**src/rtl/fwd_pkg.sv**
```systemverilog
package fwd_pkg;
    // Segment register field layout (software writes these positions)
    localparam int SEG_REG_W     = 32;
    localparam int SEG_FIELD_W   = 8;
    localparam int SEG_FIRST_LSB = 4;
    localparam int SEG_LAST_LSB  = 20;

    typedef logic [SEG_FIELD_W-1:0] blk_t;

    typedef struct packed {
        blk_t first;
        blk_t last;
    } seg_t;
endpackage

```
**src/rtl/fwd_seg_regs.sv**
```systemverilog
module fwd_seg_regs
    import fwd_pkg::*;
#(
    parameter int NUM_CS = 5,
    localparam int SEL_W = (NUM_CS > 1) ? $clog2(NUM_CS) : 1
) (
    input  logic                  clk,
    input  logic                  rst_n,
    input  logic                  cfg_we,
    input  logic [SEL_W-1:0]      cfg_sel,
    input  logic [SEG_REG_W-1:0]  cfg_wdata,
    output seg_t [NUM_CS-1:0]     seg_o
);
    seg_t [NUM_CS-1:0] seg_d, seg_q;

    logic unused_wbits;
    assign unused_wbits = ^{cfg_wdata[SEG_FIRST_LSB-1:0],
                            cfg_wdata[SEG_LAST_LSB-1:SEG_FIRST_LSB+SEG_FIELD_W],
                            cfg_wdata[SEG_REG_W-1:SEG_LAST_LSB+SEG_FIELD_W]};

    always_comb begin
        seg_d = seg_q;
        for (int i = 0; i < NUM_CS; i++) begin
            if (cfg_we && (cfg_sel == SEL_W'(i))) begin
                seg_d[i].first = cfg_wdata[SEG_FIRST_LSB +: SEG_FIELD_W];
                seg_d[i].last  = cfg_wdata[SEG_LAST_LSB  +: SEG_FIELD_W];
            end
        end
    end

    always_ff @(posedge clk) begin
        if (!rst_n) seg_q <= '0;
        else        seg_q <= seg_d;
    end

    assign seg_o = seg_q;
endmodule

```
**src/rtl/fwd_window_match.sv**
```systemverilog
module fwd_window_match
    import fwd_pkg::*;
(
    input  blk_t blk_i,
    input  seg_t seg_i,
    output logic hit_o
);
    logic enabled;
    assign enabled = (seg_i.last != '0);
    assign hit_o   = enabled && (blk_i >= seg_i.first) && (blk_i <= seg_i.last);
endmodule

```
**src/rtl/fwd_lowest_pick.sv**
```systemverilog
module fwd_lowest_pick #(
    parameter int NUM_CS = 5,
    localparam int IDX_W = (NUM_CS > 1) ? $clog2(NUM_CS) : 1
) (
    input  logic [NUM_CS-1:0] req_i,
    output logic [NUM_CS-1:0] gnt_o,
    output logic [IDX_W-1:0]  idx_o,
    output logic              any_o,
    output logic              multi_o
);
    always_comb begin
        gnt_o = '0;
        idx_o = '0;
        for (int i = NUM_CS - 1; i >= 0; i--) begin
            if (req_i[i]) begin
                gnt_o    = '0;
                gnt_o[i] = 1'b1;
                idx_o    = IDX_W'(i);
            end
        end
    end

    assign any_o   = |req_i;
    assign multi_o = |(req_i & ~gnt_o);
endmodule

```
**src/rtl/flash_window_decoder.sv**
```systemverilog
module flash_window_decoder
    import fwd_pkg::*;
#(
    parameter int NUM_CS  = 5,
    parameter int BLK_LSB = 20,
    localparam int SEL_W  = (NUM_CS > 1) ? $clog2(NUM_CS) : 1,
    localparam int ADDR_W = BLK_LSB + SEG_FIELD_W
) (
    input  logic                 clk,
    input  logic                 rst_n,
    input  logic                 cfg_we,
    input  logic [SEL_W-1:0]     cfg_sel,
    input  logic [SEG_REG_W-1:0] cfg_wdata,
    input  logic                 req_valid,
    input  logic [ADDR_W-1:0]    req_addr,
    output logic                 rsp_valid,
    output logic [NUM_CS-1:0]    rsp_cs,
    output logic                 rsp_hit,
    output logic                 rsp_err,
    output logic                 rsp_overlap,
    output logic [ADDR_W-1:0]    rsp_offset
);
    typedef struct packed {
        logic              valid;
        logic [NUM_CS-1:0] cs;
        logic              hit;
        logic              err;
        logic              ovl;
        logic [ADDR_W-1:0] off;
    } rsp_t;

    seg_t [NUM_CS-1:0] seg;
    logic [NUM_CS-1:0] match;
    logic [NUM_CS-1:0] gnt;
    logic [SEL_W-1:0]  win_idx;
    logic              any_hit;
    logic              multi_hit;
    blk_t              blk;
    blk_t              sel_first;
    rsp_t              rsp_d, rsp_q;

    fwd_seg_regs #(.NUM_CS(NUM_CS)) u_regs (
        .clk       (clk),
        .rst_n     (rst_n),
        .cfg_we    (cfg_we),
        .cfg_sel   (cfg_sel),
        .cfg_wdata (cfg_wdata),
        .seg_o     (seg)
    );

    assign blk = req_addr[ADDR_W-1:BLK_LSB];

    for (genvar g = 0; g < NUM_CS; g++) begin : g_win
        fwd_window_match u_match (
            .blk_i (blk),
            .seg_i (seg[g]),
            .hit_o (match[g])
        );
    end

    fwd_lowest_pick #(.NUM_CS(NUM_CS)) u_pick (
        .req_i   (match),
        .gnt_o   (gnt),
        .idx_o   (win_idx),
        .any_o   (any_hit),
        .multi_o (multi_hit)
    );

    assign sel_first = seg[win_idx].first;

    always_comb begin
        rsp_d       = '0;
        rsp_d.valid = req_valid;
        if (req_valid) begin
            rsp_d.hit = any_hit;
            rsp_d.err = !any_hit;
            rsp_d.ovl = multi_hit;
            rsp_d.cs  = gnt;
            if (any_hit)
                rsp_d.off = req_addr - {sel_first, {BLK_LSB{1'b0}}};
        end
    end

    always_ff @(posedge clk) begin
        if (!rst_n) rsp_q <= '0;
        else        rsp_q <= rsp_d;
    end

    assign rsp_valid   = rsp_q.valid;
    assign rsp_cs      = rsp_q.cs;
    assign rsp_hit     = rsp_q.hit;
    assign rsp_err     = rsp_q.err;
    assign rsp_overlap = rsp_q.ovl;
    assign rsp_offset  = rsp_q.off;
endmodule

```
**config.mk**
```make
export PLATFORM = sky130hd
export DESIGN_NAME = flash_window_decoder
export DESIGN_NICKNAME = d
export VERILOG_FILES = /design/src/rtl/fwd_pkg.sv /design/src/rtl/fwd_seg_regs.sv /design/src/rtl/fwd_window_match.sv /design/src/rtl/fwd_lowest_pick.sv /design/src/rtl/flash_window_decoder.sv
export SDC_FILE = /design/constraint.sdc
export NUM_CORES = 1
export LEC_CHECK = 0
export CORE_MARGIN = 5
export CORE_UTILIZATION = 56
export CTS_CLUSTER_DIAMETER = 40
export DETAILED_ROUTE_END_ITERATION = 12
export GPL_TIMING_DRIVEN = 0
export PLACE_DENSITY = 0.92
export SYNTH_ARGS = -nofsm -noshare
export SYNTH_HDL_FRONTEND = slang
export SYNTH_HIERARCHICAL = 1
export SYNTH_SLANG_ARGS = --single-unit
export TNS_END_PERCENT = 5
```
**constraint.sdc**
```tcl
create_clock -name clk -period 9 [get_ports clk]
set_input_delay 0.9 -clock clk [delete_from_list [all_inputs] [get_ports clk]]
set_output_delay 0.9 -clock clk [all_outputs]
set_load 0.01 [all_outputs]
```
==> metrics.md, run 1 <==
| Metric | Value |
|---|---|
| Outcome | `completed` |
| Global route total overflow | `0` |
| YS warnings | `6` |
| Pre-CTS WS | `2.83 ns` |
| Clk_lat worst skew | `0.42 ns` |
| Remaining DRCs | `0` |
| Register area share after synthesis | `34.1%` |
| CP Class | `in -> reg` |
| Top-area cell type share of the netlist area | `34.1%` |
| Seq pwr share | `37.1%` |
| Pins Over Slew Limit | `0` |
| Clock Sinks | `117` |
| ANT cells | `0` |
| Final TNS setup | `0 ns` |
| Pwr dens | `170 nW/µm²` |
| Largest net degree at the start of global routing | `17` |
| Die Wd | `121 µm` |
| Post-synth EDFFs | `0` |
| Startpoint Class | `input port` |
| Post-Synthesis Cells | `762` |
| Worst R2R Start | `u_regs/seg_o[7]$_SDFFE_PN0P_` |
| Adder-cell share of the synthesized area | `16.3%` |
| Layout cells sized above 1 | `8.51%` |
| Synth Flop Type | `dfxtp_1` |
| Cell family with most CP delay | `compound AO/OA/AOI/OAI gates` |
| Fin Hold WS | `0.460 ns` |
| Dpl cell area | `7920 µm²` |
| Leading cell types by total area after synthesis | `dfxtp_1, ha_1, mux2i_1` |
| Fin crit share | `65.7%` |
| Pwr Total | `1450 µW` |
| Logic pwr share | `14.0%` |
| GP Congestion | `0.880` |
| Simple-Gate Fraction of Synth Area | `18.1%` |
| Die height | `121 µm` |
| Number of buffer and inverter stages on the critical path | `3` |
| Fmax | `169 MHz` |
| Max-cap viol count | `0` |
| Antenna violations before repair | `0` |
| Routed Antenna Nets | `0` |
| Slowest CP cell | `clkdlybuf4s50_1` |
| Tmin final | `5.91 ns` |
| HP Start | `u_regs/seg_o[19]$_SDFFE_PN0P_` |
| GR Util All Layers | `25.3%` |
| WP depth | `20` |
| CP Capture Type | `flop` |
| Worst Tran Pin Value | `0.890 ns` |
| Data required, critical path | `9.34 ns` |
| Final worst slack | `3.09 ns` |
| Reg2Reg Depth | `20` |
| DIE AREA | `14600 µm²` |
| Crit path top cell by count | `o21a_1` |
| Post-DR wirelength/cell | `17.6 µm` |
| DR vias | `5869` |
| Net Count, Synth | `917` |
| RSZ-0062 raised after global routing | `no` |
| Post-Syn Area | `6870 µm²` |
| DR vias/cell | `5.71` |
| # port buffers | `87` |
| TritonCTS Buffers | `17` |
| Internal Power | `1070 µW` |
| Count leader, synth | `dfxtp_1` |
| Sw frac | `26.6%` |
| Initial Utilization | `57.2%` |
| Maximum VDD drop | `0.000179 V` |
| Drt first-iter violations | `400` |
| CTS tree | `done` |
| Clock power share | `48.9%` |
| Worst-path fanout max | `14` |
| Synth Area in Compound Gates | `8.69%` |
| Final hold viol count | `0` |
| Vias in the first global route | `5816` |
| CP arrival | `6.25 ns` |
| Largest area contributor in the netlist | `dfxtp_1` |
| Post_cts resized | `0` |
| Syn_area_per_cell | `9.01 µm²` |
| Reg-to-Reg End | `rsp_offset[25]$_SDFF_PN0_` |
| Top post-synthesis cells by count | `dfxtp_1, nand2_1, mux2i_1` |
| Worst Hold Class | `reg -> reg` |
| Layout overhead on the synthesized area | `24.4%` |
| Hold bufs inserted after CTS | `0` |
| Leakage | `0.00362 µW` |
| Initial DRT Pass Iterations | `5` |
| CP cell instances | `clkdlybuf4s50_1 -> ha_1 -> a21oi_1 -> o21ai_0 -> o21a_1 -> nor4_2 -> nor2_1 -> and3_1 -> buf_4 -> buf_2 -> mux2i_1 -> nor2_1 -> a21oi_1 -> o22a_1 -> ha_1 -> nor2b_1 -> o31a_1 -> o21a_1 -> o21a_1 -> nor3_1` |
| Async set-reset flop share out of synthesis | `0%` |
| Critical path startpoint | `req_addr[27]` |
| Critical path's largest stage delay | `0.98 ns` |
| Row count | `40` |
| Htree depth | `4` |
| Worst rel slew slack | `40.2%` |
| Mux share of post-synthesis cell area | `14.3%` |
| CTS root buf | `clkbuf_16` |
| Worst-path clk slew | `0.06 ns` |
| Hpwl dp | `13000 µm` |
| Number of I/O pins | `104` |
| Post-Route WL | `18100 µm` |
| Critical Path End | `rsp_offset[25]$_SDFF_PN0_` |
| Final instance area | `8540 µm²` |
| Postcts setup bufs | `0` |
| Endpoints failing setup | `0` |
| Setup slack, reg-to-reg | `4.25 ns` |
| Clk_skew | `0.00716 ns` |
| Global-route wire length before repair | `28700 µm` |
| CTS Buffer Depth | `2` |
| Core area | `12000 µm²` |
| Nets | `1023` |
| Sw power | `387 µW` |
| Xor/xnor share of the synthesized area | `0.383%` |
| Synth Register Bits | `117` |
| Largest family of logic cells by synthesized area | `simple AND/OR/NAND/NOR gates` |
| Post-synthesis cell type count | `50` |
## worst min-delay path, stage by stage (launching register included)
cell	delay, ns
dfxtp_1	0.31
nand2_1	0.05
mux2i_1	0.05
## power by group through the flow
stage,Sequential [µW],Clock (µW),Combinational (µW)
2_1_floorplan,552,0,117
3_3_place_gp,550,0,190
3_5_place_dp,551,0,198
4_1_cts,540,715,201
5_1_grt,541,744,222
6_report,540,710,204
## area by class of cell
type                            instances  area (µm²)
Clock buffer                           17         425
Timing Repair Buffer                   87         871
Multi-Input combinational cell        526        3970
Fill cell                             857        3470
Clock inverter                         15         193
Sequential cell                       117        2340
Buffer                                 29         213
Tap cell                              147         184
Inverter                               90         338
## registers in the layout, indices dropped and copies added, names as in the netlist
| register | cells |
|---|---|
| rsp_cs | 5 |
| rsp_err | 1 |
| rsp_hit | 1 |
| rsp_offset | 28 |
| rsp_overlap | 1 |
| rsp_valid | 1 |
| u_regs/seg_o | 80 |
## layout by cell type (no fill, tap or decap), types with 3 or more instances in the layout
cell type	n
o21ai_0	11
and3_1	7
nor2_2	5
clkbuf_16	17
dfxtp_1	117
o21a_1	8
nor2b_1	15
a21oi_1	49
buf_6	5
clkinv_4	3
buf_2	9
o211ai_1	6
clkbuf_1	7
o21ai_1	5
o221ai_1	5
nand2_1	108
mux2i_1	95
nand4_1	15
nand3_1	5
nor4_2	5
o22a_1	5
nor3_1	6
inv_1	90
inv_6	7
ha_1	87
bufinv_16	3
and2_1	22
nand2b_1	9
or4_4	5
buf_4	6
nor2_1	23
clkdlybuf4s50_1	87
## layer usage
| metal | share of wire [%] | global-route usage [%] | vias up |
|---|---|---|---|
| met4 | 3.6 | 12.0 | 0 |
| met2 | 48 | 43.2 | 249 |
| met5 | 0 | 0 | - |
| met3 | 6.8 | 5.99 | 49 |
| li1 | - | - | 2827 |
| met1 | 42 | 29.8 | 2744 |
## logic make-up (layout without fill, tap and decap cells)
logic type	after synthesis	after routing
adder cells (fa/ha/maj)	89	89
buffers and inverters	119	238
flip-flops	117	117
multiplexers	97	97
AND/OR/NAND/NOR	238	238
AO/OA/AOI/OAI	99	99
XOR/XNOR	3	3
## through the flow
stage	utilization, %	cells
detailed placement	65.9	996
global placement	65.9	996
CTS	71.1	1028
global route	71.1	1028
floorplan	-	762
finish	71.1	1028
## worst min path at each step
stage / end / slack (ns) / cells past startpoint
finish: u_regs/seg_o[19]$_SDFFE_PN0P_ / 0.46 / 2
global route: u_regs/seg_o[70]$_SDFFE_PN0P_ / 0.47 / 2
CTS: u_regs/seg_o[6]$_SDFFE_PN0P_ / 0.46 / 2
detailed placement: u_regs/seg_o[18]$_SDFFE_PN0P_ / 0.45 / 2
global placement: u_regs/seg_o[19]$_SDFFE_PN0P_ / 0.44 / 2
floorplan: u_regs/seg_o[18]$_SDFFE_PN0P_ / 0.43 / 2
Note: power is estimated with default switching activity, not from simulation.
==> inputs of run 2 (changes only) <==
--- a/config.mk
+++ b/config.mk
@@ -6,11 +6,11 @@
 export NUM_CORES = 1
 export LEC_CHECK = 0
 export CORE_MARGIN = 5
-export CORE_UTILIZATION = 56
+export CORE_UTILIZATION = 55
 export CTS_CLUSTER_DIAMETER = 40
 export DETAILED_ROUTE_END_ITERATION = 12
 export GPL_TIMING_DRIVEN = 0
-export PLACE_DENSITY = 0.92
+export PLACE_DENSITY = 0.91
 export SYNTH_ARGS = -nofsm -noshare
 export SYNTH_HDL_FRONTEND = slang
 export SYNTH_HIERARCHICAL = 1
==> constraint.sdc (replaced) <==
create_clock -name clk -period 6 [get_ports clk]
set_input_delay 0.6 -clock clk [delete_from_list [all_inputs] [get_ports clk]]
set_output_delay 0.6 -clock clk [all_outputs]
set_load 0.01 [all_outputs]
==> run 2 against run 1 <==
Worst setup slack worse by 2.8 ns. Register-to-register slack got worse by 3.1 ns. Global-route usage grew 1.1 points. Hold slack hardly changed. First-iteration DRC count grew 21%. Clock power grew 40%. Clock skew barely moved. Utilization shrank 0.64 points. Critical path type unchanged. Largest power group unchanged.
==> metrics.md, run 2 (synthesized netlist as in run 1, its figures left out) <==
| Metric | Value |
|---|---|
| Clock power share | `47.1% (-1.8 points)` |
| Max-cap viol count | `0 (unchanged)` |
| Commonest non-fill, non-tap cells in the layout | `dfxtp_1, nand2_1, mux2i_1` |
| Row count | `40 (unchanged)` |
| Sw frac | `25.5% (-1.1 points)` |
| Data required, critical path | `6.29 ns (-3.05 ns)` |
| Setup slack, reg-to-reg | `1.17 ns (-3.08 ns)` |
| Worst rel slew slack | `38.6% (-1.6 points)` |
| Final hold viol count | `0 (unchanged)` |
| Outcome | `completed` |
| Worst Hold Class | `reg -> reg` |
| Fin Hold WS | `0.460 ns (-0.000222 ns)` |
| CP Capture Type | `flop` |
| Seq pwr share | `38.3% (+1.2 points)` |
| Worst Tran Pin Value | `0.913 ns (+0.0231 ns)` |
| Worst-path clk slew | `0.05 ns (about the same)` |
| Worst hold stages | `2 (unchanged)` |
| Final TNS setup | `0 ns (unchanged)` |
| Layout overhead on the synthesized area | `24.3% (about the same)` |
| HP Start | `u_regs/seg_o[18]$_SDFFE_PN0P_` |
| CTS tree | `done` |
| Finished Layout Cells | `1048 (+1.9%)` |
| Startpoint Class | `input port` |
| CP arrival | `5.99 ns (-0.26 ns)` |
| Nets | `1023 (unchanged)` |
| GP Congestion | `0.873 (-0.76%)` |
| CP Class | `in -> reg` |
| Hpwl dp | `12800 µm (-1.6%)` |
| Worst-path fanout max | `14 (unchanged)` |
| Drt first-iter violations | `485 (+21%)` |
| Die height | `122 µm (+0.83%)` |
| Clk_lat worst skew | `0.42 ns (about the same)` |
| Antenna violations before repair | `0 (unchanged)` |
| Layout fillers | `876 (+2.2%)` |
| Fmax | `176 MHz` |
| DR vias/cell | `5.72 (+0.13%)` |
| Initial DRT Pass Iterations | `5 (unchanged)` |
| Pins Over Slew Limit | `0 (unchanged)` |
| Htree depth | `4 (unchanged)` |
| Clock Sinks | `117 (unchanged)` |
| Fin crit share | `94.9%` |
| Maximum VDD drop | `0.000224 V (+25%)` |
| Post-Route WL | `18900 µm (+4.6%)` |
| CTS root buf | `clkbuf_16` |
| Reg2Reg Depth | `20 (unchanged)` |
| Worst hold path endpoint | `u_regs/seg_o[18]$_SDFFE_PN0P_` |
| Sw power | `539 µW (+39%)` |
| TritonCTS Buffers | `17 (unchanged)` |
| Initial Utilization | `56.7% (-0.47 points)` |
| Routed Antenna Nets | `0 (unchanged)` |
| Remaining DRCs | `0 (unchanged)` |
| RSZ-0062 raised after global routing | `no` |
| Layout cells sized above 1 | `8.18% (-0.33 points)` |
| Core area | `12100 µm² (+0.83%)` |
| Leakage | `0.00360 µW (-0.50%)` |
| Internal Power | `1580 µW (+48%)` |
| GR Util All Layers | `26.4% (+1.1 points)` |
| Most common cell after layout, fill and taps aside | `dfxtp_1` |
| Reg-to-Reg End | `rsp_offset[26]$_SDFF_PN0_` |
| Die Wd | `122 µm (+0.83%)` |
| DIE AREA | `14800 µm² (+1.7%)` |
| ANT cells | `0 (unchanged)` |
| Largest net degree at the start of global routing | `17 (unchanged)` |
| Global-route wire length before repair | `30400 µm (+5.9%)` |
| Number of I/O pins | `104 (unchanged)` |
| Clk_skew | `0.00728 ns (+0.000120 ns)` |
| Sequential Area | `2340 µm² (unchanged)` |
| Placed insts | `1017 (+2.1%)` |
| Post-DR wirelength/cell | `18.0 µm (+2.6%)` |
| CTS Buffer Depth | `2 (unchanged)` |
| Vias in the first global route | `6163 (+6.0%)` |
| DR vias | `5991 (+2.1%)` |
| Global route total overflow | `0 (unchanged)` |
| Logic pwr share | `14.6% (+0.6 points)` |
| Multi-input logic area | `3980 µm² (+0.22%)` |
| Max reg flops | `80 (unchanged)` |
| Tmin final | `5.69 ns` |
| Worst R2R Start | `u_regs/seg_o[15]$_SDFFE_PN0P_` |
| # port buffers | `87 (unchanged)` |
| Endpoints failing setup | `0 (unchanged)` |
| Pwr dens | `248 nW/µm² (+46%)` |
[run 2: routing by layer]
metal | global-route usage, % | part of all wire [%]
met1 | 29.6 | 39
met2 | 45.3 | 48
met3 | 5.85 | 7.9
met4 | 16.6 | 5.4
met5 | 0 | 0
[run 2: what timing repair did]
| action | 4_1_cts | 5_1_grt |
|---|---|---|
| gates resized for setup | 0 | 1 |
| setup buffers | 0 | 0 |
| hold endpoints to repair | 0 | 0 |
| setup endpoints to repair | 0 | 3 |
| hold buffers | 0 | 0 |
[run 2: how the worst max path moves through the flow]
stage,startpoint,endpoint,slack (ns),depth (start not counted)
after floorplan,req_addr[27],rsp_offset[26]$_SDFF_PN0_,1.96,19
after global placement,req_addr[27],rsp_offset[26]$_SDFF_PN0_,0.20,20
after detailed placement,req_addr[27],rsp_offset[26]$_SDFF_PN0_,0.01,20
after CTS,req_addr[27],rsp_offset[26]$_SDFF_PN0_,0.34,20
after global routing,req_addr[27],rsp_offset[26]$_SDFF_PN0_,0.04,20
final,req_addr[27],rsp_offset[26]$_SDFF_PN0_,0.31,20
[run 2: power groups by stage]
| stage | Clock [µW] | Sequential (µW) | Combinational [µW] |
|---|---|---|---|
| 6_report | 997 | 811 | 308 |
| 5_1_grt | 1040 | 813 | 338 |
| 4_1_cts | 1000 | 810 | 303 |
| 3_5_place_dp | 0 | 826 | 295 |
| 3_3_place_gp | 0 | 825 | 284 |
| 2_1_floorplan | 0 | 828 | 176 |
[run 2: worst max-delay path, cell delays in order]
cell and delay (ns):
clkdlybuf4s50_1 1.02, ha_1 0.40, a21oi_1 0.17, o21ai_0 0.11, o21a_1 0.12, nor4_2 0.79
nor2_1 0.16, and3_1 0.23, buf_4 0.16, nor2b_1 0.44, a21oi_1 0.22, o22ai_1 0.23
ha_1 0.24, inv_1 0.07, fa_1 0.40, a21o_1 0.18, a21oi_1 0.17, nor2_1 0.10
nand4b_1 0.11, o211ai_1 0.09
[run 2: stage by stage]
stage	cell area (µm²)	total power [µW]	setup slack (ns)	utilization, %
CTS	8520	2120	0.339	70.4
detailed placement	7950	1120	0.0139	65.6
global placement	7950	1110	0.202	65.6
global route	8530	2190	0.0420	70.4
finish	8530	2120	0.308	70.4
floorplan	6870	1000	1.96	-
[run 2: layout make-up]
| class | instances | area share [%] |
|---|---|---|
| clock inverter | 9 | 1.20 |
| tap | 168 | 2.46 |
| timing repair buffer | 87 | 10.2 |
| sequential | 117 | 27.5 |
| multi-input combinational | 526 | 46.7 |
| clock buffer | 22 | 5.56 |
| inverter | 90 | 3.96 |
| buffer | 29 | 2.49 |
==> inputs of run 3 (changes only) <==
--- a/config.mk
+++ b/config.mk
@@ -5,9 +5,9 @@
 export SDC_FILE = /design/constraint.sdc
 export NUM_CORES = 1
 export LEC_CHECK = 0
+export CAP_MARGIN = 10
 export CORE_MARGIN = 5
 export CORE_UTILIZATION = 55
-export CTS_CLUSTER_DIAMETER = 40
 export DETAILED_ROUTE_END_ITERATION = 12
 export GPL_TIMING_DRIVEN = 0
 export PLACE_DENSITY = 0.91
==> results of run 3 <==
Final layout, timing and power as in run 2 (identical DEF).
